**config.mk**
```make
export PLATFORM = sky130hd
export DESIGN_NAME = lp_rtc
export DESIGN_NICKNAME = d
export VERILOG_FILES = /design/src/rtl/lp_rtc.sv
export SDC_FILE = /design/constraint.sdc
export NUM_CORES = 1
export LEC_CHECK = 0
export BUFFER_PORTS_ARGS = -buffer_cell sky130_fd_sc_hd__buf_4
export CORE_ASPECT_RATIO = 0.9
export CORE_MARGIN = 3
export CORE_UTILIZATION = 30
export CTS_CLUSTER_SIZE = 30
export DETAILED_ROUTE_END_ITERATION = 12
export SLEW_MARGIN = 20
export SYNTH_ARGS = -nofsm -noshare
export SYNTH_HDL_FRONTEND = slang
export SYNTH_SLANG_ARGS = --single-unit
```
**constraint.sdc**
```tcl
create_clock -name clk -period 2.6 [get_ports clk]
set_input_delay 0.39 -clock clk [delete_from_list [all_inputs] [get_ports clk]]
set_output_delay 0.39 -clock clk [all_outputs]
set_load 0.01 [all_outputs]
```
**src/rtl/lp_rtc.sv**
```systemverilog
module lp_rtc #(
  parameter int FRAC_W      = 15,
  parameter int SYNC_STAGES = 3,
  parameter int ADDR_W      = 8
) (
  input  logic              clk,
  input  logic              rst_n,
  input  logic              slow_clk,
  input  logic              bus_req,
  input  logic              bus_we,
  input  logic [ADDR_W-1:0] bus_addr,
  input  logic [31:0]       bus_wdata,
  output logic [31:0]       bus_rdata,
  output logic              irq,
  output logic              wake
);

  localparam int CNT_W = 32 + FRAC_W;
  localparam int HI_W  = CNT_W - 32;
  localparam logic [ADDR_W-1:0] OFS_CTRL  = ADDR_W'(8'h04);
  localparam logic [ADDR_W-1:0] OFS_STAT  = ADDR_W'(8'h18);
  localparam logic [ADDR_W-1:0] OFS_CNTHI = ADDR_W'(8'h1C);
  localparam logic [ADDR_W-1:0] OFS_CNTLO = ADDR_W'(8'h20);
  localparam logic [ADDR_W-1:0] OFS_ALARM = ADDR_W'(8'h24);
  localparam logic [ADDR_W-1:0] OFS_GLTCH = ADDR_W'(8'h30);
  localparam logic [31:0] GLITCH_KEY = 32'h4173_6166;

  logic [2:0] slow_sync;
  logic       tick;
  logic [2:0] ctrl_req;
  logic [SYNC_STAGES-1:0][2:0] ctrl_pipe;
  logic [2:0] ctrl_eff;
  logic       cnt_en, alm_en, wk_en;
  logic [CNT_W-1:0] cnt, snap;
  logic [31:0] alarm, seconds, rd_mux;
  logic       flag, hit, glitch_ok;
  logic       wr, rd, stat_clr;

  assign wr       = bus_req & bus_we;
  assign rd       = bus_req & ~bus_we;
  assign tick     = slow_sync[1] & ~slow_sync[2];
  assign ctrl_eff = ctrl_pipe[SYNC_STAGES-1];
  assign cnt_en   = ctrl_eff[0];
  assign alm_en   = ctrl_eff[1];
  assign wk_en    = ctrl_eff[2];
  assign seconds  = cnt[CNT_W-1:FRAC_W];
  assign hit      = alm_en && (seconds == alarm);
  assign stat_clr = wr && (bus_addr == OFS_STAT) && bus_wdata[0];
  assign irq      = flag & alm_en;
  assign wake     = irq & wk_en;

  always_ff @(posedge clk or negedge rst_n) begin
    if (!rst_n) slow_sync <= '0;
    else        slow_sync <= {slow_sync[1:0], slow_clk};
  end

  always_ff @(posedge clk or negedge rst_n) begin
    if (!rst_n) begin
      ctrl_req  <= '0;
      ctrl_pipe <= '0;
    end else begin
      if (wr && bus_addr == OFS_CTRL)
        ctrl_req <= {bus_wdata[3], bus_wdata[1], bus_wdata[0]};
      if (tick) begin
        ctrl_pipe[0] <= ctrl_req;
        for (int i = 1; i < SYNC_STAGES; i++)
          ctrl_pipe[i] <= ctrl_pipe[i-1];
      end
    end
  end

  always_ff @(posedge clk or negedge rst_n) begin
    if (!rst_n) begin
      cnt  <= '0;
      snap <= '0;
    end else begin
      if (wr && !cnt_en && bus_addr == OFS_CNTLO)
        cnt[31:0] <= bus_wdata;
      else if (wr && !cnt_en && bus_addr == OFS_CNTHI)
        cnt[CNT_W-1:32] <= bus_wdata[HI_W-1:0];
      else if (tick && cnt_en)
        cnt <= cnt + 1'b1;
      if (tick)
        snap <= cnt;
    end
  end

  always_ff @(posedge clk or negedge rst_n) begin
    if (!rst_n) begin
      alarm     <= '0;
      flag      <= 1'b0;
      glitch_ok <= 1'b0;
    end else begin
      if (wr && bus_addr == OFS_ALARM) alarm <= bus_wdata;
      if (wr && bus_addr == OFS_GLTCH) glitch_ok <= (bus_wdata == GLITCH_KEY);
      flag <= (flag & ~stat_clr) | hit;
    end
  end

  always_comb begin
    rd_mux = '0;
    case (bus_addr)
      OFS_CTRL:  rd_mux = {28'd0, wk_en, 1'b0, alm_en, cnt_en};
      OFS_STAT:  rd_mux = {31'd0, flag};
      OFS_CNTHI: rd_mux = {{(32-HI_W){1'b0}}, snap[CNT_W-1:32]};
      OFS_CNTLO: rd_mux = snap[31:0];
      OFS_ALARM: rd_mux = alarm;
      OFS_GLTCH: rd_mux = {31'd0, glitch_ok};
      default:   rd_mux = '0;
    endcase
  end

  always_ff @(posedge clk or negedge rst_n) begin
    if (!rst_n)  bus_rdata <= '0;
    else if (rd) bus_rdata <= rd_mux;
  end

endmodule


```
==> out/results.ini, run 1 <==
[pwr]
power.density_nw_per_um2=636
leakage_uw=0.00441
sw_frac_of_total_pct=26.9
comb_power_share_pct=14.0
pwr-share-seq_pct=45.0
clock_power_share_pct=41.0
p_int_uw=4920
p_switching_uw=1810
ir_drop_mv=0.359
finalPower_uw=6720

[clock_tree]
cts_setup_buffers=0
cts_max_level=4
cts_hold_buf=1
path_clk_slew_ns=0.07
cts_buffer_depth=2
cts_tree=yes
cts_buffers=17
post_cts_resized=0
insertion_delay_ns=0.43
clock-sinks=175
root_buffer=clkbuf_16

[placed_design]
post-dp-hpwl_mm=19.8
post-place-ws_ns=0.193
gp_congestion=0.959
port_buffers=78

[synthesis]
ys_types=57
syn_nets=845
synth.top_cell.area_share_pct=50.6
syn_area_per_cell_um2=10.8
synth-seq-area-share_pct=50.6
synthCells=799
synth_warnings=0
synth_top_cell_by_area=dfrtp_1
netlist_area_um2=8650
synth_top_flop_cell=dfrtp_1
synth_edf_count=0
synth_area_leaders=dfrtp_1, mux2_2, nand2_1, mux2_1, a22oi_1
async_reset_ff_share_pct=100
synth-seq-cells=175

[setup_path]
criticalPathCategory=flip-flop to flip-flop
cp_max_fo=7
path_buf_inv=0
cp_slowest_cell=or4_1
end_kind=flip-flop
critical-path-max-stage-delay_ns=0.59
arrival_ns=2.61
required_ns=2.91
cp_top_family=simple AND/OR/NAND/NOR gates
startpoint_type=flip-flop
crit_path_cell_trace=nand4_2 > or4_1 > nor4b_1 > mux2i_1 > nand2_1

[global_routing]
overflow=0
grt_max_degree=57
antenna_found_initial=1
grt_pass1_wl_mm=41.2
grt_usage_pct=17.4
grt_pass1_vias=6724

[cells_and_area]
fin_nets=947
final_common_cell=dfrtp_1
area.growth.synth_to_final_pct=22.3
diodes=0
drive_above_1_share_pct=27.1
final_core_util_pct=37.6
layout_common_cells=dfrtp_1, buf_4, nand2_1, mux2_2

[sta]
slew_viol_final=0
tns_ns=0
period_minus_slack_ns=2.29
finalHoldViolations=0
clock_skew_ns=0.00911
setup_viol=0
period_share_pct=88.2
worst_slack_ns=0.306
slew_headroom_pct=47.3
fmax_mhz=436
hold_slack_ns=0.0653
rsz0062_at_grt=no
worst_pin_slew_ns=0.790

[floorplanning]
die-area_um2=30900
die-width_um=185
boundaryPins=79
num_rows=58
core_region_area_um2=28200
die_y_um=167
start_util_pct=30.7

[routing]
drc=0
dr.pass1.iters=5
ant_nets=0
wl_mm=26.7
vias=6882
viasPerCell=5.40
drt-initial-drc-count=550
post_drt_wl_per_cell_um=20.9

[outcome]
status=complete, no violations

[hold_path]
hp-class=input port to flip-flop

[job]
maxCapViolations=0

## worst paths after layout
check | from | end | slack (ns) | cells past startpoint
worst min register to register | slow_sync[0] | slow_sync[1] | 0.35 | 0
worst min-delay path | slow_clk | slow_sync[0] | 0.07 | 1
min in group asynchronous | rst_n | bus_rdata[28] | 0.50 | 2
worst max-delay path | cnt[4] | cnt[46] | 0.31 | 5
max in group asynchronous | rst_n | cnt[41] | 1.38 | 3
worst max register to register | cnt[4] | cnt[46] | 0.31 | 5
## kinds of logic after synthesis
kind of cell | after synthesis | share of synthesized area (%)
AND/OR/NAND/NOR | 284 | 18.1
adder cells (fa/ha/maj) | 1 | 0.145
XOR/XNOR | 48 | 4.86
flip-flops | 175 | 50.6
multiplexers | 96 | 12.5
AO/OA/AOI/OAI | 133 | 10.5
buffers and inverters | 62 | 3.34
## through the flow
stage          instances  cell area, um2
3_3_place_gp        1241            9940
4_1_cts             1274           10600
3_5_place_dp        1241            9940
5_1_grt             1274           10600
2_1_floorplan        799            8650
6_report            1274           10600
## power groups by stage
stage               Combinational (uW)  Sequential [uW]  Clock, uW
global placement                   918             3070          0
CTS                                937             3020       2810
floorplan                          532             3030          0
finish                             942             3030       2750
global route                      1020             3050       2930
detailed placement                 933             3080          0
## sequential cells by signal, summed over array words and instances (netlist names)
register   cells
alarm         32
bus_rdata     32
ctrl_pipe      6
cnt           47
ctrl_req       3
snap          47
ctrl_eff       3
flag           1
slow_sync      3
glitch_ok      1
## cell usage after synthesis, drive strengths merged, types with 4 or more instances
master  instances
a22oi          33
mux2           93
nand4          30
nand3          39
or3             8
xor2           28
clkbuf         23
and3            7
nand2         103
nor2           26
o31ai           4
a21oi           4
o311ai          5
dfrtp         175
inv            11
o21ai          43
nor4b           5
nor4           17
a22o           14
buf            28
nor3           11
xnor2          20
o211ai         10
nand3b          5
or4            14
a222oi          4
and4            4
a31oi           9
## final cells by class
cell class              instances  area (um2)
multi-input cells             562        4000
well taps                     360         450
clock buffers                  20         447
clock inverters                12         181
inverters                      11        41.3
repair buffers                134        1070
flip-flops and latches        175        4380
fillers                      2807       17600
## metal layers
metal / up-vias / wire [um] / global-route usage, %
met5: - / 13 / 0
met4: 2 / 549 / 4.99
met3: 38 / 1970 / 4.74
met2: 248 / 11900 / 25.8
met1: 3445 / 12300 / 25.1
li1: 3149 / - / -
## worst reg2reg max path: stages, from the launching register on
cell and delay, ns:
dfrtp_1 0.46, nand4_2 0.32, or4_1 0.59, nor4b_1 0.49, mux2i_1 0.25, nand2_1 0.07
Power figures use the tool's default switching activity.
==> run 2: changes to the inputs <==
Settings changed: RECOVER_POWER set to 50.
==> out/results.ini, run 2 (same netlist as run 1, synthesis figures left out) <==
[outcome]
status=complete, no violations

[placed_design]
place_inst=1241  ; unchanged
port_buffers=78  ; unchanged
place_area_um2=9940  ; unchanged
gp_congestion=0.959  ; unchanged
post-dp-hpwl_mm=19.8  ; unchanged

[clock_tree]
insertion_delay_ns=0.43  ; about the same
post_cts_resized=0  ; unchanged
clock-sinks=175  ; unchanged
root_buffer=clkbuf_16
cts_buffers=17  ; unchanged
cts_buffer_depth=2  ; unchanged
cts_setup_buffers=0  ; unchanged
cts_max_level=4  ; unchanged
path_clk_slew_ns=0.07  ; about the same
cts_hold_buf=1  ; unchanged
cts_tree=yes

[cells_and_area]
fin_nets=947  ; unchanged
fillCellCount=2815  ; +0.29%
drive_above_1_share_pct=25.6  ; -1.5 points
final_common_cell=dfrtp_1
diodes=0  ; unchanged
finalNonFillerCells=1274  ; unchanged
layout_common_cells=dfrtp_1, buf_4, nand2_1, mux2_2
top_regs=cnt: 47 flops, snap: 47 flops
final_cell_area_um2=10500  ; -0.58%
area.growth.synth_to_final_pct=21.6

[pwr]
leakage_uw=0.00434  ; -1.4%
clock_power_share_pct=41.0  ; about the same
pwr-share-seq_pct=45.0  ; about the same
sw_frac_of_total_pct=27.0  ; +0.13 points
finalPower_uw=6730  ; +0.15%
p_int_uw=4920  ; about the same
comb_power_share_pct=14.0  ; about the same
power.density_nw_per_um2=640  ; +0.73%
ir_drop_mv=0.361  ; +0.81%
p_switching_uw=1820  ; +0.63%

[global_routing]
antenna_found_initial=1  ; unchanged
grt_pass1_wl_mm=41.2  ; unchanged
grt_max_degree=57  ; unchanged
overflow=0  ; unchanged
grt_pass1_vias=6724  ; unchanged
grt_usage_pct=17.4  ; unchanged

[job]
maxCapViolations=0  ; unchanged

[setup_path]
required_ns=2.92  ; about the same
arrival_ns=2.61  ; about the same
startpoint_type=flip-flop
end_kind=flip-flop
cp_max_fo=7  ; unchanged
crit_path_cell_trace=nand4_2 > or4_1 > nor4b_1 > mux2i_1 > nand2_1
criticalPathCategory=flip-flop to flip-flop
critical-path-max-stage-delay_ns=0.59  ; about the same
cp_slowest_cell=or4_1

[routing]
vias=6872  ; -0.15%
post_drt_wl_per_cell_um=20.9  ; about the same
wl_mm=26.7  ; about the same
drc=0  ; unchanged
drt-initial-drc-count=544  ; -1.1%
dr.pass1.iters=5  ; unchanged
ant_nets=0  ; unchanged
viasPerCell=5.39  ; -0.15%

[floorplanning]
start_util_pct=30.7  ; unchanged
num_rows=58  ; unchanged
core_region_area_um2=28200  ; unchanged
die_y_um=167  ; unchanged
die-area_um2=30900  ; unchanged
die-width_um=185  ; unchanged
boundaryPins=79  ; unchanged

[sta]
rsz0062_at_grt=no
hold_slack_ns=0.0856  ; +0.0204 ns
worst_pin_slew_ns=1.48  ; +0.688 ns
slew_headroom_pct=1.45  ; -46 points
setup_viol=0  ; unchanged
clock_skew_ns=0.00918  ; +0.0000644 ns
period_share_pct=88.3  ; about the same
tns_ns=0  ; unchanged
period_minus_slack_ns=2.29  ; +0.000551 ns
fmax_mhz=436  ; about the same
finalHoldViolations=0  ; unchanged
slew_viol_final=0  ; unchanged

[hold_path]
hp-class=input port to flip-flop

run 2: metrics by stage:
| step | worst slack, ns | utilization (%) |
|---|---|---|
| finish | 0.305 | 37.3 |
| global route | 0.132 | 37.3 |
| CTS | 0.308 | 37.6 |
| detailed placement | 0.193 | 35.3 |
| global placement | 0.233 | 35.3 |
| floorplan | 0.433 | - |
run 2: power by group through the flow:
stage	combinational [uW]	clock, uW	sequential, uW
floorplan	532	0	3030
global placement	918	0	3070
detailed placement	933	0	3080
CTS	937	2810	3020
global route	1020	2930	3050
finish	941	2760	3030
run 2: worst paths after layout:
path                         startpoint       endpoint  slack (ns)  cells after the start
setup reg to reg                 cnt[4]        cnt[46]        0.31                      5
max in group asynchronous         rst_n        cnt[41]        0.46                      3
setup / recovery                 cnt[4]        cnt[46]        0.31                      5
min in group asynchronous         rst_n  bus_rdata[18]        0.86                      2
hold / removal                 slow_clk   slow_sync[0]        0.09                      1
hold reg to reg            slow_sync[0]   slow_sync[1]        0.35                      0
run 2: layout make-up:
type | instances | area [um2] | area share, %
timing repair buffer | 134 | 1010 | 9.64
tap | 360 | 450 | 4.28
inverter | 11 | 41.3 | 0.393
multi-input combinational | 562 | 4000 | 38.1
clock inverter | 12 | 181 | 1.73
clock buffer | 20 | 447 | 4.25
sequential | 175 | 4380 | 41.6
run 2: layer usage:
layer  wire length, um  part of all wire [%]  vias to the layer above  GRT usage (%)
li1                  -                     -                     3155              -
met1             12300                    46                     3442           25.1
met2             11900                    45                      239           25.8
met3              1910                   7.2                       34           4.74
met4               541                   2.0                        2           4.99
met5                16                 0.060                        -              0
run 2: critical path: cells and delay by family, from the launching register on:
kind	cells	cell delay (ns)
simple gates	4	1.48
flops	1	0.46
mux	1	0.25
